## config.mk

```make
export PLATFORM = sky130hd
export DESIGN_NAME = mcpwm_core
export DESIGN_NICKNAME = d
export VERILOG_FILES = /design/src/rtl/mcpwm_core.sv
export SDC_FILE = /design/constraint.sdc
export NUM_CORES = 1
export LEC_CHECK = 0
export BUFFER_PORTS_ARGS = -buffer_cell sky130_fd_sc_hd__buf_2
export CAP_MARGIN = 15
export CORE_ASPECT_RATIO = 1.5
export CORE_MARGIN = 2
export CORE_UTILIZATION = 30
export DETAILED_ROUTE_END_ITERATION = 6
export PLACE_DENSITY = 0.53
export SLEW_MARGIN = 20
export SYNTH_ARGS = -nofsm -noshare
export SYNTH_HDL_FRONTEND = slang
export SYNTH_SLANG_ARGS = --single-unit
```

## constraint.sdc

```tcl
create_clock -name clk -period 5.25 [get_ports clk]
set_clock_uncertainty 0.15 [all_clocks]
set_input_delay 0.2625 -clock clk [delete_from_list [all_inputs] [get_ports clk]]
set_output_delay 0.2625 -clock clk [all_outputs]
set_load 0.05 [all_outputs]
```

## src/rtl/mcpwm_core.sv

```systemverilog
module mcpwm_core #(
  parameter int CW  = 12,
  parameter int DW  = 16,
  parameter int PSW = 8,
  parameter int DBW = 8,
  parameter int NP  = 3,
  parameter int AW  = 4
) (
  input  logic          clk,
  input  logic          rst_n,
  input  logic          en,
  input  logic          wr_en,
  input  logic [AW-1:0] wr_addr,
  input  logic [DW-1:0] wr_data,
  output logic [NP-1:0] pwm_hi,
  output logic [NP-1:0] pwm_lo
);

  localparam logic [AW-1:0] A_CTRL = AW'(0);
  localparam logic [AW-1:0] A_PSC  = AW'(1);
  localparam logic [AW-1:0] A_REL  = AW'(2);
  localparam logic [AW-1:0] A_DB   = AW'(3);
  localparam int            DBASE  = 4;

  logic           ctr_mode, comp_mode;
  logic [NP-1:0]  pol;
  logic [PSW-1:0] psd, pc;
  logic [DBW-1:0] db;
  logic [CW-1:0]  rel_s, rel_a, cnt, nxt;
  logic           up, nup, tick;
  logic [CW:0]    inc;
  logic [DW-1:0]  dh_s [NP];
  logic [DW-1:0]  dl_s [NP];
  logic [DW-1:0]  dh_a [NP];
  logic [DW-1:0]  dl_a [NP];
  logic [NP-1:0]  cmp_h, cmp_l, want, ih, il, wq;

  // register write port
  always_ff @(posedge clk or negedge rst_n) begin
    if (!rst_n) begin
      ctr_mode  <= 1'b0;
      comp_mode <= 1'b0;
      pol       <= '0;
      psd       <= '0;
      db        <= '0;
      rel_s     <= '0;
      for (int p = 0; p < NP; p++) begin
        dh_s[p] <= '0;
        dl_s[p] <= '0;
      end
    end else if (wr_en) begin
      if (wr_addr == A_CTRL) begin
        ctr_mode  <= wr_data[0];
        comp_mode <= wr_data[1];
        pol       <= wr_data[2 +: NP];
      end
      if (wr_addr == A_PSC) psd   <= wr_data[PSW-1:0];
      if (wr_addr == A_REL) rel_s <= wr_data[CW-1:0];
      if (wr_addr == A_DB)  db    <= wr_data[DBW-1:0];
      for (int p = 0; p < NP; p++) begin
        if (wr_addr == AW'(DBASE + 2*p))     dh_s[p] <= wr_data;
        if (wr_addr == AW'(DBASE + 2*p + 1)) dl_s[p] <= wr_data;
      end
    end
  end

  // prescaler
  assign tick = en && (pc >= psd);

  always_ff @(posedge clk or negedge rst_n) begin
    if (!rst_n)    pc <= '0;
    else if (tick) pc <= '0;
    else if (en)   pc <= pc + 1'b1;
  end

  // period counter
  assign inc = {1'b0, cnt} + 1'b1;

  always_comb begin
    if (!ctr_mode) begin
      nxt = (inc >= {1'b0, rel_a}) ? '0 : inc[CW-1:0];
      nup = 1'b1;
    end else begin
      if (up && (cnt < rel_a)) nxt = inc[CW-1:0];
      else                     nxt = (cnt == '0) ? '0 : cnt - 1'b1;
      if (nxt == '0)          nup = 1'b1;
      else if (nxt >= rel_a)  nup = 1'b0;
      else                    nup = up;
    end
  end

  always_ff @(posedge clk or negedge rst_n) begin
    if (!rst_n) begin
      cnt   <= '0;
      up    <= 1'b1;
      rel_a <= '0;
      for (int p = 0; p < NP; p++) begin
        dh_a[p] <= '0;
        dl_a[p] <= '0;
      end
    end else if (tick) begin
      cnt <= nxt;
      up  <= nup;
      if (nxt == '0) begin
        rel_a <= rel_s;
        for (int p = 0; p < NP; p++) begin
          dh_a[p] <= dh_s[p];
          dl_a[p] <= dl_s[p];
        end
      end
    end
  end

  // per-pair compare, polarity, dead-band
  for (genvar p = 0; p < NP; p++) begin : g_pair
    logic [DBW-1:0] dbc;
    logic           quiet;

    assign cmp_h[p] = !dh_a[p][DW-1] && (dh_a[p] > DW'(cnt));
    assign cmp_l[p] = !dl_a[p][DW-1] && (dl_a[p] > DW'(cnt));
    assign want[p]  = cmp_h[p] ^ pol[p];
    assign quiet    = (dbc == '0);

    always_ff @(posedge clk or negedge rst_n) begin
      if (!rst_n) begin
        ih[p] <= 1'b0;
        il[p] <= 1'b0;
        wq[p] <= 1'b0;
        dbc   <= '0;
      end else if (tick) begin
        ih[p] <= cmp_h[p] ^ pol[p];
        il[p] <= cmp_l[p] ^ pol[p];
        if (want[p] != wq[p]) begin
          wq[p] <= want[p];
          dbc   <= db;
        end else if (!quiet) begin
          dbc <= dbc - 1'b1;
        end
      end
    end

    assign pwm_hi[p] = comp_mode ? ( wq[p] && quiet) : ih[p];
    assign pwm_lo[p] = comp_mode ? (!wq[p] && quiet) : il[p];
  end

endmodule

```

==> results of run 1 <==
[cells by family (layout without fill, tap and decap cells)]
group / Yosys count / in the layout / share of synthesized area
flip-flops: 291 / 291 / 0.475
AND/OR/NAND/NOR: 273 / 273 / 0.0915
AO/OA/AOI/OAI: 256 / 256 / 0.107
multiplexers: 242 / 242 / 0.177
adder cells (fa/ha/maj): 123 / 123 / 0.100
buffers and inverters: 121 / 178 / 0.0323
XOR/XNOR: 26 / 26 / 0.0166
other: 0 / 1 / 0
[cells in the mapped netlist, types with 9 or more instances]
master	count
nor2b_1	15
mux2_2	215
mux2_1	20
nand3_1	32
ha_1	123
buf_2	9
nor3_1	27
nor2_1	60
o21a_1	16
a21oi_1	63
dfrtp_1	290
nand4_1	19
xnor2_1	17
a211oi_1	13
a21o_1	13
inv_1	61
nand2_1	53
and3_1	10
nor4_1	11
o211ai_1	11
o21ai_0	70
clkbuf_1	38
[routing by layer]
metal	routed length (um)	global-route usage	part of all wire	up-vias
met5	20	0	0.00050	-
li1	-	-	-	4952
met4	1850	0.0711	0.047	4
met2	20900	0.285	0.52	214
met3	1320	0.0201	0.033	89
met1	15700	0.170	0.40	5334
[report_power, final]
part	switching [mW]	internal (mW)	leakage, nW
clock	0.902	1.22	0.459
sequential	0.552	2.95	3.67
combinational	2.74	2.03	3.69
total	4.19	6.20	7.81
[registers in the layout (all words and copies together) (netlist names), 8 cells and up]
signal      flops
cnt            12
db              8
dh_a           48
dh_s           48
dl_a           48
dl_s           48
g_pair.dbc     24
pc              8
psd             8
rel_a          12
rel_s          12
[final cells by class]
class / instances / share of cell area
tap: 669 / 0.0481
clock inverter: 10 / 0.00849
multi-input combinational: 920 / 0.436
antenna: 1 / 0.000144
inverter: 63 / 0.0136
timing repair buffer: 64 / 0.0281
clock buffer: 41 / 0.0465
sequential: 291 / 0.419
[metrics by stage]
| step | setup WS (ns) | instance area (sq um) | std cells | hold WS, ns |
|---|---|---|---|---|
| 2_1_floorplan | 1.26 | 15300 | 1332 | -0.183 |
| 3_3_place_gp | 0.768 | 16300 | 1994 | 0.140 |
| 3_5_place_dp | 0.794 | 16300 | 1994 | 0.146 |
| 4_1_cts | 0.779 | 17400 | 2058 | 0.0158 |
| 5_1_grt | 0.454 | 17400 | 2059 | 0.0353 |
| 6_report | 0.702 | 17400 | 2059 | 0.0230 |
[what timing repair did]
action / 4_1_cts / 5_1_grt
buffers inserted: 0 / 0
hold endpoints to repair: 132 / 0
hold buffers: 13 / 0
resized for setup: 0 / 0
[final timing paths]
kind,startpoint,end,slack [ns],cells after the start
max in group asynchronous,rst_n,db[0]$_DFFE_PN0P_,3.50,3
max reg2reg,cnt[0]$_DFFE_PN0P_,dl_a[43]$_DFFE_PN0P_,0.70,11
min,wr_data[11],dl_s[27]$_DFFE_PN0P_,0.02,2
min reg2reg,il[1]$_DFFE_PN0P_,il[1]$_DFFE_PN0P_,0.33,2
max,cnt[0]$_DFFE_PN0P_,dl_a[43]$_DFFE_PN0P_,0.70,11
min in group asynchronous,rst_n,dl_s[23]$_DFFE_PN0P_,0.11,2
==> flow_metrics.py, run 1 <==
metrics = {
    "drt": {
        "totalWireLength_um": 39800,
        "first_pass_iters": 4,
        "drc": 0,
        "drt_iter0_drc": 586,
        "avgRoutedWirePerCell_um": 19.3,
        "antenna_left": 0,
        "viasPerCell": 5.14,
        "vias": 10600,
    },
    "worst_setup_path": {
        "cp.required_ns": 5.55,
        "end_kind": "flip-flop",
        "critical_path_buf_inv_count": 2,
        "startpoint_type": "flip-flop",
        "slowest_delay_ns": 0.52,
        "cp_slowest_cell": "nor4b_2",
        "crit_type": "flip-flop to flip-flop",
        "critPathMaxFanout": 68,
        "worst_ep_arrival_time_ns": 4.85,
        "cp_top_family": "simple AND/OR/NAND/NOR gates",
        "cp_cell_sequence": "clkinv_1 > ha_1 > nor4b_2 > nand4_1 > o21ai_0 > nand2_1 > nor4b_1 > o22ai_1 > a211oi_4 > buf_12 > mux2_2",
    },
    "global_route": {
        "grt_pass1_vias": 11100,
        "grt_usage": 0.152,
        "grt_overflow": 0,
        "grt_max_degree": 91,
        "antenna_found_initial": 3,
        "grt_pass1_wl_um": 63100,
    },
    "logic_synthesis": {
        "yosysUniqueCellTypes": 70,
        "ys_seq_area_frac": 0.475,
        "synth_flop_cell": "dfrtp_1",
        "netlist_instances": 1332,
        "yosys.area.top_type": "dfrtp_1",
        "syn_nets": 1479,
        "syn_area_sq_mm": 0.0153,
        "synth_seq_cells": 291,
        "synthArstFlopShare": 1.00,
        "syn-mean-instance-area_sq_um": 11.5,
        "synth-edff-count": 0,
        "yosysWarnings": 0,
        "synthTopCellsByArea": "dfrtp_1 47%, mux2_2 16%, ha_1 10%",
        "synth.top_cell.area_share": 0.473,
    },
    "clocking": {
        "clock_path_buffers": 3,
        "h-tree-depth": 1,
        "clock-sinks": 291,
        "clock-root-buffer": "clkbuf_16",
        "cts_buffers": 28,
        "clk_latency_ns": 0.56,
        "clkTransAtPathRegs_ns": 0.07,
        "cts_tree": "yes",
    },
    "floorplan": {
        "die_area_sq_mm": 0.0530,
        "fp.dieH_um": 281,
        "chipWidth_um": 189,
        "ios": 30,
        "row_count": 101,
        "core-area_sq_mm": 0.0505,
        "initial_core_util": 0.303,
    },
    "sta": {
        "relSlewSlack": 0.317,
        "setup_tns_ns": 0,
        "period_minus_slack_ns": 4.55,
        "period_share": 0.866,
        "finalSetupViolCount": 0,
        "hold_viol_final": 0,
        "fmax_mhz": 220,
        "worst_pin_slew_ns": 1.03,
        "grt_setup_unrepaired": "false",
        "finalMaxSlewViolations": 0,
    },
    "finish": {
        "final_common_cell": "dfrtp_1",
        "fin_util": 0.344,
        "nets": 1515,
        "ff_latch_area_sq_mm": 0.00728,
        "final_cell_mix": "290 x dfrtp_1, 215 x mux2_2, 123 x ha_1",
        "multiInputGateArea_sq_mm": 0.00759,
        "drive_gt1_frac": 0.232,
        "syn2layout_area_growth_pct": 13.4,
        "n_fill_cell": 5114,
    },
    "status": {
        "status": "completed",
    },
    "power": {
        "power_leakage_nw": 7.81,
        "power_density_mw_per_mm2": 597,
        "finalPower_mw": 10.4,
        "power.ir.vdd_worst_uv": 291,
    },
    "min_path": {
        "hold_class": "input port to flip-flop",
    },
    "placed_design": {
        "port_buffers": 29,
        "dp_hpwl_um": 28600,
        "place_congestion": 0.891,
    },
    "flow_run": {
        "max_cap_violations": 0,
    },
}
Note: power is estimated with default switching activity, not from simulation.
==> run 2, diff against run 1 <==
--- a/config.mk
+++ b/config.mk
@@ -10,6 +10,7 @@
 export CORE_ASPECT_RATIO = 1.5
 export CORE_MARGIN = 2
 export CORE_UTILIZATION = 30
+export CTS_BUF_LIST = sky130_fd_sc_hd__clkbuf_4 sky130_fd_sc_hd__clkbuf_8 sky130_fd_sc_hd__clkbuf_16
 export DETAILED_ROUTE_END_ITERATION = 6
 export PLACE_DENSITY = 0.53
 export SLEW_MARGIN = 20
==> run 2 against run 1 <==
Against the previous run:
- non-clock buffer count is the same
- cell area grew 0.15%
- first-iteration DRC count shrank 5.8%
- clock power grew 2%
- cell count is the same
- core utilization grew 0.052 points
- combinational power is essentially flat
- largest power group unchanged
- sequential power is essentially flat
- fmax is essentially flat
- worst hold slack gained 0.0031 ns
- flip-flop and latch count is the same
- register-to-register slack is essentially flat
- highest routed layer unchanged
==> flow_metrics.py, run 2 (synthesized netlist as in run 1, its figures left out) <==
metrics = {
    "drt": {
        "avgRoutedWirePerCell_um": 19.3,
        "totalWireLength_um": 39700,
        "vias": 10600,
        "first_pass_iters": 4,
        "drt_iter0_drc": 552,
        "antenna_left": 0,
        "drc": 0,
        "viasPerCell": 5.13,
    },
    "floorplan": {
        "core-area_sq_mm": 0.0505,
        "die_area_sq_mm": 0.0530,
        "ios": 30,
        "fp.dieH_um": 281,
        "initial_core_util": 0.303,
        "row_count": 101,
        "chipWidth_um": 189,
    },
    "global_route": {
        "grt_usage": 0.152,
        "grtUsageMet3": 0.0201,
        "antenna_found_initial": 3,
        "top_usage_layer": "met2",
        "grt_overflow": 0,
        "grt_pass1_wl_um": 63100,
        "grt_max_degree": 91,
        "grt_pass1_vias": 11100,
        "gr-usage-met1": 0.170,
        "use_met2": 0.285,
    },
    "placed_design": {
        "dpl_cell_area_sq_mm": 0.0163,
        "port_buffers": 29,
        "place_congestion": 0.891,
        "dp_hpwl_um": 28600,
    },
    "power": {
        "power_density_mw_per_mm2": 599,
        "power_leakage_nw": 7.84,
        "power.ir.vdd_worst_uv": 290,
    },
    "worst_setup_path": {
        "critPathMaxFanout": 68,
        "cp_slowest_cell": "nor4b_2",
        "startpoint_type": "flip-flop",
        "worst_ep_arrival_time_ns": 4.85,
        "slowest_delay_ns": 0.52,
        "rrSetupSlack_ns": 0.70,
        "cp_cell_sequence": "clkinv_1 > ha_1 > nor4b_2 > nand4_1 > o21ai_0 > nand2_1 > nor4b_1 > o22ai_1 > a211oi_4 > buf_12 > mux2_2",
        "r2r-end": "dl_a[43]$_DFFE_PN0P_",
        "crit_type": "flip-flop to flip-flop",
        "worstReg2RegStart": "cnt[0]$_DFFE_PN0P_",
        "cp_top_family": "simple AND/OR/NAND/NOR gates",
        "critical_path_buf_inv_count": 2,
        "cp.required_ns": 5.55,
        "r2r_cells": 11,
        "end_kind": "flip-flop",
    },
    "clocking": {
        "cts_buffers": 28,
        "clock-root-buffer": "clkbuf_16",
        "cts_tree": "yes",
        "h-tree-depth": 1,
        "clock_path_buffers": 3,
        "clock-sinks": 291,
        "clkTransAtPathRegs_ns": 0.06,
        "cts_resized": 0,
        "clk_latency_ns": 0.56,
    },
    "flow_run": {
        "max_cap_violations": 0,
    },
    "finish": {
        "nets": 1515,
        "ff_latch_area_sq_mm": 0.00728,
        "stdcell_area_sq_mm": 0.0174,
        "multiInputGateArea_sq_mm": 0.00759,
        "syn2layout_area_growth_pct": 13.6,
        "n_fill_cell": 5120,
        "final_common_cell": "dfrtp_1",
        "final_cell_mix": "290 x dfrtp_1, 215 x mux2_2, 123 x ha_1",
        "drive_gt1_frac": 0.237,
    },
    "sta": {
        "finalMaxSlewViolations": 0,
        "grt_setup_unrepaired": "false",
        "relSlewSlack": 0.307,
        "period_minus_slack_ns": 4.55,
        "hold_viol_final": 0,
        "worst_pin_slew_ns": 1.04,
        "finalSetupViolCount": 0,
        "setup_tns_ns": 0,
        "hold_ws_ns": 0.0261,
        "period_share": 0.866,
        "fmax_mhz": 220,
    },
    "min_path": {
        "hold_end": "dl_s[27]$_DFFE_PN0P_",
        "min-delay-start": "wr_data[11]",
        "worstHoldPathCells": 2,
        "hold_class": "input port to flip-flop",
    },
    "status": {
        "status": "completed",
    },
}
run 2: cell types whose count changed in the layout (fill, tap and decap cells not counted):
cell      change
clkbuf_1      -7
clkbuf_4      +7
run 2: metal layers:
metal	share of wire	routed length (um)	vias up
li1	-	-	4956
met1	0.40	15700	5312
met2	0.52	20800	201
met3	0.033	1320	92
met4	0.047	1850	4
met5	0.00050	20	-
run 2: cell type report:
class | count | area share
multi-input cells | 920 | 0.436
clock inverters | 10 | 0.00847
flip-flops and latches | 291 | 0.418
repair buffers | 64 | 0.0280
well taps | 669 | 0.0480
inverters | 63 | 0.0136
diodes | 1 | 0.000144
clock buffers | 41 | 0.0480
run 2: what timing repair did:
action,in CTS,in global routing
hold endpoints to repair,132,0
setup buffers,0,0
hold buffers,13,0
run 2: power by group:
group / switching, mW / internal, mW / leakage (nW)
registers: 0.551 / 2.95 / 3.67
clock network: 0.899 / 1.26 / 0.482
logic: 2.74 / 2.03 / 3.69
total: 4.19 / 6.24 / 7.84
run 2: how the worst max path moves through the flow:
stage / startpoint / endpoint / slack, ns / cells past startpoint
6_report: cnt[0]$_DFFE_PN0P_ / dl_a[43]$_DFFE_PN0P_ / 0.70 / 11
5_1_grt: cnt[0]$_DFFE_PN0P_ / dl_a[43]$_DFFE_PN0P_ / 0.45 / 11
4_1_cts: cnt[0]$_DFFE_PN0P_ / dl_a[43]$_DFFE_PN0P_ / 0.78 / 11
3_5_place_dp: cnt[0]$_DFFE_PN0P_ / dl_a[43]$_DFFE_PN0P_ / 0.79 / 11
3_3_place_gp: cnt[0]$_DFFE_PN0P_ / dl_a[29]$_DFFE_PN0P_ / 0.77 / 11
2_1_floorplan: cnt[0]$_DFFE_PN0P_ / up$_DFFE_PN1P_ / 1.26 / 18
run 2: through the flow:
| step | util | instances | total power, mW | setup WS [ns] |
|---|---|---|---|---|
| after detailed placement | 0.322 | 1994 | 8.30 | 0.794 |
| after floorplan | - | 1332 | 6.86 | 1.26 |
| after global placement | 0.322 | 1994 | 8.17 | 0.768 |
| after CTS | 0.344 | 2058 | 10.5 | 0.779 |
| after global routing | 0.345 | 2059 | 11.3 | 0.455 |
| final | 0.345 | 2059 | 10.4 | 0.702 |
